File: src/rtl/isu_pkg.sv
package isu_pkg;
    localparam int TX_BIT    = 3;
    localparam int RX_BIT    = 2;
    localparam int RX_EN_LO  = 0;
    localparam int GMASK_BIT = 15;
    localparam int EN_W      = TX_BIT + 1;
    localparam int ADDR_W    = 2;

    typedef enum logic [ADDR_W-1:0] {
        A_ENABLE    = 2'd0,
        A_STAT_CLR  = 2'd1,
        A_STAT_PEEK = 2'd2,
        A_GMASK     = 2'd3
    } isu_addr_e;

    typedef enum logic {
        LINE_QUIET  = 1'b0,
        LINE_RAISED = 1'b1
    } line_state_e;
endpackage

File: src/rtl/isu_pending.sv
module isu_pending
    import isu_pkg::*;
#(
    parameter int DATA_W = 32
) (
    input  logic              clk,
    input  logic              rst_n,
    input  logic [DATA_W-1:0] evt,
    input  logic              clr,
    input  logic [DATA_W-1:0] set_vec,
    output logic [DATA_W-1:0] pend
);
    for (genvar i = 0; i < DATA_W; i++) begin : g_bit
        if (i == TX_BIT || i == RX_BIT) begin : g_src
            logic bit_q;
            always_ff @(posedge clk or negedge rst_n) begin
                if (!rst_n) begin
                    bit_q <= 1'b0;
                end else begin
                    // a new event or a software set wins over a draining read
                    bit_q <= (bit_q & ~clr) | evt[i] | set_vec[i];
                end
            end
            assign pend[i] = bit_q;
        end else begin : g_none
            assign pend[i] = 1'b0;
        end
    end
endmodule

File: src/rtl/isu_regs.sv
module isu_regs
    import isu_pkg::*;
#(
    parameter int DATA_W = 32
) (
    input  logic              clk,
    input  logic              rst_n,
    input  logic [ADDR_W-1:0] addr,
    input  logic              wr_en,
    input  logic [DATA_W-1:0] wdata,
    input  logic              rd_en,
    input  logic [DATA_W-1:0] pend,
    output logic [EN_W-1:0]   en_q,
    output logic              gmask_q,
    output logic              clr_rd,
    output logic [DATA_W-1:0] set_vec,
    output logic [DATA_W-1:0] rdata
);
    isu_addr_e         sel;
    logic [DATA_W-1:0] rd_mux;

    assign sel     = isu_addr_e'(addr);
    assign clr_rd  = rd_en && (sel == A_STAT_CLR);
    assign set_vec = (wr_en && (sel == A_STAT_PEEK)) ? wdata : '0;

    always_ff @(posedge clk or negedge rst_n) begin
        if (!rst_n) begin
            en_q    <= '0;
            gmask_q <= 1'b0;
        end else if (wr_en) begin
            if (sel == A_ENABLE) en_q    <= wdata[EN_W-1:0];
            if (sel == A_GMASK)  gmask_q <= wdata[GMASK_BIT];
        end
    end

    always_comb begin
        rd_mux = '0;
        unique case (sel)
            A_ENABLE:    rd_mux[EN_W-1:0] = en_q;
            A_STAT_CLR:  rd_mux = pend;
            A_STAT_PEEK: rd_mux = pend;
            A_GMASK:     rd_mux[GMASK_BIT] = gmask_q;
        endcase
    end

    always_ff @(posedge clk or negedge rst_n) begin
        if (!rst_n)     rdata <= '0;
        else if (rd_en) rdata <= rd_mux;
    end
endmodule

File: src/rtl/isu_line_fsm.sv
module isu_line_fsm
    import isu_pkg::*;
#(
    parameter int DATA_W = 32
) (
    input  logic              clk,
    input  logic              rst_n,
    input  logic [DATA_W-1:0] pend,
    input  logic [EN_W-1:0]   en,
    input  logic              gmask,
    output logic              irq
);
    line_state_e state_q, state_d;
    logic        line_req;

    assign line_req = gmask &
                      ((pend[TX_BIT] & en[TX_BIT]) |
                       (pend[RX_BIT] & (|en[RX_BIT:RX_EN_LO])));

    always_ff @(posedge clk or negedge rst_n) begin
        if (!rst_n) state_q <= LINE_QUIET;
        else        state_q <= state_d;
    end

    always_comb begin
        state_d = state_q;
        unique case (state_q)
            LINE_QUIET:  if (line_req)  state_d = LINE_RAISED;
            LINE_RAISED: if (!line_req) state_d = LINE_QUIET;
        endcase
    end

    always_comb begin
        irq = (state_q == LINE_RAISED);
    end
endmodule

File: src/rtl/isu_irq_unit.sv
module isu_irq_unit
    import isu_pkg::*;
#(
    parameter int DATA_W = 32
) (
    input  logic              clk_i,
    input  logic              rst_ni,
    input  logic              tx_evt_i,
    input  logic              rx_evt_i,
    input  logic [1:0]        addr_i,
    input  logic              wr_en_i,
    input  logic [DATA_W-1:0] wdata_i,
    input  logic              rd_en_i,
    output logic [DATA_W-1:0] rdata_o,
    output logic              irq_o
);
    logic [DATA_W-1:0] evt_w, pend_w, set_w;
    logic [EN_W-1:0]   en_w;
    logic              gmask_w, clr_w;

    always_comb begin
        evt_w         = '0;
        evt_w[TX_BIT] = tx_evt_i;
        evt_w[RX_BIT] = rx_evt_i;
    end

    isu_pending #(.DATA_W(DATA_W)) u_pend (
        .clk(clk_i), .rst_n(rst_ni), .evt(evt_w), .clr(clr_w),
        .set_vec(set_w), .pend(pend_w)
    );

    isu_regs #(.DATA_W(DATA_W)) u_regs (
        .clk(clk_i), .rst_n(rst_ni), .addr(addr_i), .wr_en(wr_en_i),
        .wdata(wdata_i), .rd_en(rd_en_i), .pend(pend_w), .en_q(en_w),
        .gmask_q(gmask_w), .clr_rd(clr_w), .set_vec(set_w), .rdata(rdata_o)
    );

    isu_line_fsm #(.DATA_W(DATA_W)) u_line (
        .clk(clk_i), .rst_n(rst_ni), .pend(pend_w), .en(en_w),
        .gmask(gmask_w), .irq(irq_o)
    );
endmodule

File: config.mk
export PLATFORM = sky130hd
export DESIGN_NAME = isu_irq_unit
export DESIGN_NICKNAME = d
export VERILOG_FILES = /design/src/rtl/isu_pkg.sv /design/src/rtl/isu_pending.sv /design/src/rtl/isu_regs.sv /design/src/rtl/isu_line_fsm.sv /design/src/rtl/isu_irq_unit.sv
export SDC_FILE = /design/constraint.sdc
export NUM_CORES = 1
export LEC_CHECK = 0
export BUFFER_PORTS_ARGS = -buffer_cell sky130_fd_sc_hd__buf_2
export CORE_MARGIN = 3
export CORE_UTILIZATION = 37
export CTS_BUF_LIST = sky130_fd_sc_hd__clkbuf_16
export CTS_CLUSTER_SIZE = 25
export DETAILED_ROUTE_END_ITERATION = 10
export HOLD_SLACK_MARGIN = 0.03
export PLACE_DENSITY = 0.79
export SLEW_MARGIN = 10
export SYNTH_ARGS = -nofsm -noshare
export SYNTH_HDL_FRONTEND = slang
export SYNTH_SLANG_ARGS = --single-unit
File: constraint.sdc
create_clock -name clk_i -period 1 [get_ports clk_i]
set_input_delay 0.1 -clock clk_i [delete_from_list [all_inputs] [get_ports clk_i]]
set_output_delay 0.1 -clock clk_i [all_outputs]
set_load 0.02 [all_outputs]
; After elaboration in Yosys (flattened, before gate mapping)
; Cells that the tools add are included.
[totals]
wordCells = 31
inputBits = 40
ff_bits = 13
[classes]
n_bitwise = 11
reduce_logical = 7
n_eq_ne = 3
muxes = 4
[op_table]
columns = operator, count
row1 = 4-bit case mux with 2 select lines, 1
row2 = 1-bit AND, 5
row3 = 1-bit bitwise OR, 5
row4 = "2-bit equality test, second input constant", 2
row5 = 4-bit two-way mux, 1
row6 = 2-bit AND reduction, 2
row7 = 3-bit OR reduction, 1
row8 = "2-bit by 1-bit equality test with 1-bit output, second input constant", 1
row9 = 1-bit logical AND, 2
row10 = 2-bit zero test, 1
row11 = 1-bit two-way mux, 2
row12 = 2-bit OR reduction, 1
row13 = 1-bit inverter, 1

; Depth between registers and ports, before layout
[logic_depth]
depth_word = 6
mapped_depth = 4

; Hierarchy
; From an unflattened synthesis, not the netlist that was laid out.
[hier_totals]
hier_cells = 244
hier_area_um2 = 2193.4
[by_module_without_submodules]
columns = module, n_inst, area_each_um2, cells_each
row1 = isu_regs, 1, 1828.0, 198
row2 = isu_pending, 1, 319.1, 41
row3 = isu_line_fsm, 1, 42.5, 4
row4 = isu_irq_unit, 1, 3.8, 1

; Least setup slack after synthesis
; OpenSTA, ideal clock, no wires.
[synth_path]
path_type = register -> register
from = reg u_pend.g_bit[3].g_src.bit_q
to = reg u_pend.g_bit[3].g_src.bit_q
required_time_ps = 874
setup_time_ps = 126
path_slack_ps = 72
t_arrival_ps = 802
path_stages_with_launch = 3
path_cell_list = dfrtp_1 a21boi_2 a311o_1
[synth_via]
elab_chain_cells = 3
[synth_rtl]
columns = element, line_no
row1 = "start, declared", isu_pending.sv:15  ; logic bit_q;
row2 = "start signal, assigned", isu_pending.sv:21  ; bit_q <= (bit_q & ~clr) | evt[i] | set_vec[i];
row3 = 1-bit AND, isu_pending.sv:21
row4 = 1-bit bitwise OR (2 in a row), isu_pending.sv:21
; No other way between the ends.
; A chain may end at the register's enable or synchronous reset.

; Worst setup path after layout
; Same ends and word-level chain as after synthesis.

==> impl_metrics.ini <==
[sta]
setup_viol = 0
finalCritPeriodShare_pct = 95.8
whs_ns = 0.0595
rsz0062_at_grt = no
fin_skew_ns = 0.00239
setup_ws_ns = 0.0420
tns_ns = 0
hold_violations = 0
period_needed_ns = 0.958
fmax_ghz = 1.04
finalMaxSlewViolations = 0

[finish]
multi_input_area_um2 = 364
ff_latch_area_um2 = 325
layout.nets = 149
diodes = 0
postLayoutCoreUtil_pct = 46.9
drive_gt1_share_pct = 31.7
fill_cells = 200
layout_common_cells = conb_1 (27), buf_2 (18), dfrtp_1 (13)
syn_to_final_growth_pct = 15.2
final_common_cell = conb_1

[synth]
syn_area_um2 = 832
avgSynthCellArea_um2 = 10.5
ys_types = 19
yosysSeqAreaShare_pct = 39.1
ys_seq_elements = 13
netlist_instances = 79
yosysWarnings = 0

[setup_path]
crit_path_max_incr_delay_ns = 0.38
crit_required_ns = 1.12
path_delay_family = compound AO/OA/AOI/OAI gates
cp_slowest_cell = dfrtp_1
critPathArrivalTime_ns = 1.08
path_cells = a21boi_2 > a311o_1
critPathLaunchType = register
cp_max_fo = 3
end_kind = register
cp_num_buf_inv = 0
crit_type = register to register

[detailed_routing]
drc = 0
vias = 533
drtIter0Drc = 9
first_pass_iters = 4
ant_nets = 0
wl_um = 1340
routedWlPerCell_um = 10.2
viasPerCell = 4.07

[power_and_ir_drop]
pwr-share-seq_pct = 37.1
power.internal_uw = 1280
pwr-share-comb_pct = 21.7
p_leak_uw = 0.000523
peakVddDrop_v = 0.000765
power.density_mw_per_mm2 = 1830
sw_frac_of_total_pct = 27.3
pwr-share-clk_pct = 41.2
p_sw_uw = 479

[cts]
cts_buffer_depth = 2
cts_inserted_buffers = 3
worstSkewPairLatency_ns = 0.24
clk_pin_slew_ns = 0.04
root_buffer = clkbuf_16
cts_tree = yes
post-cts-setup-buffers = 0
clock-sinks = 13
cts_max_level = 1

[global_route]
grt_max_degree = 14
antenna_found_initial = 0
grt_overflow = 0
grt_pass1_vias = 490
grt_first_pass_wirelength_um = 2120
track_usage_pct = 10.6

[place]
pre_cts_slack_ns = -0.0539
numPortBuffers = 18
place.gp.congestion = 0.808
dp.final_hpwl_um = 1120

[die]
die_w_um = 53.4
initial_core_util_pct = 40.7
core_area_mm2 = 0.00204
core.rowCount = 16
pin_count = 73
dieHeight_um = 53.4
die-area_mm2 = 0.00285

[worst_hold_path]
hold_class = input pin to register

[flow_run]
maxCapViolCount = 0

[status]
outcome = finished, final reports clean
-- routing by layer --
metal  GRT usage, %  routed length, um  up-vias
li1               -                  -      260
met1           12.0                528      234
met2           16.7                623       36
met3           4.79                164        3
met4           5.11                 24        0
met5              0                  0        -
-- through the flow --
step | total power [uW] | area [um2] | cells
after global routing | 1870 | 958 | 131
after CTS | 1780 | 958 | 131
after detailed placement | 1030 | 870 | 126
after floorplan | 995 | 930 | 105
after global placement | 1020 | 870 | 126
final | 1760 | 958 | 131
-- cell families after synthesis --
| kind of cell | after synthesis | synth area share [%] |
|---|---|---|
| AO/OA/AOI/OAI | 12 | 11.6 |
| multiplexers | 5 | 8.57 |
| adder cells (fa/ha/maj) | 4 | 6.02 |
| buffers and inverters | 35 | 28.9 |
| other | 1 | 0.451 |
| AND/OR/NAND/NOR | 9 | 5.41 |
| flip-flops | 13 | 39.1 |
-- Yosys cell counts --
master | n | share of area, %
buf_4 | 27 | 24
dfrtp_1 | 13 | 39
inv_1 | 7 | 3.2
ha_1 | 4 | 6.0
mux2_4 | 4 | 7.2
nand2_1 | 4 | 1.8
o22ai_1 | 4 | 3.0
a21boi_2 | 2 | 2.7
a22oi_1 | 2 | 1.8
a311o_1 | 2 | 2.4
nand3_1 | 2 | 1.2
buf_6 | 1 | 1.4
conb_1 | 1 | 0.45
mux2_2 | 1 | 1.4
nand2_2 | 1 | 0.75
nand2b_1 | 1 | 0.75
o21ai_0 | 1 | 0.60
o311ai_0 | 1 | 1.1
or2b_1 | 1 | 0.90
-- what timing repair did --
item	CTS	global route
resized for setup	0	1
setup endpoints to repair	0	1
hold buffers	1	0
hold endpoints to repair	13	0
-- cell type report --
type	count	area share, %
well taps	27	3.52
inverters	7	2.74
clock buffers	3	7.83
multi-input cells	57	38.0
clock inverters	1	0.392
repair buffers	23	13.6
flip-flops and latches	13	33.9
-- power groups by stage --
stage	Combinational (uW)	Clock, uW	Sequential, uW
2_1_floorplan	306	0	688
5_1_grt	419	789	658
3_5_place_dp	376	0	658
3_3_place_gp	369	0	652
4_1_cts	381	745	651
6_report	381	725	651
-- worst register-to-register path, stage by stage (launching register included) --
cell and delay, ns:
dfrtp_1 0.38, a21boi_2 0.16, a311o_1 0.31
-- final timing paths --
path / slack (ns) / cells after the start / from / endpoint
setup / recovery: 0.04 / 2 / u_pend.g_bit[3].g_src.bit_q / u_pend.g_bit[3].g_src.bit_q
hold / removal: 0.06 / 2 / tx_evt_i / u_pend.g_bit[3].g_src.bit_q
setup reg to reg: 0.04 / 2 / u_pend.g_bit[3].g_src.bit_q / u_pend.g_bit[3].g_src.bit_q
max in group asynchronous: 0.51 / 2 / rst_ni / u_regs.en_q[3]
hold reg to reg: 0.52 / 2 / u_regs.rdata[0] / u_regs.rdata[0]
min in group asynchronous: 0.28 / 2 / rst_ni / u_line.irq
-- sequential cells by signal (all words and copies together) (netlist names) --
name,cells
u_line.irq,1
u_regs.gmask_q,1
u_regs.en_q,4
u_regs.rdata,5
u_pend.g_bit.g_src.bit_q,2
Note: power is estimated with default switching activity, not from simulation.
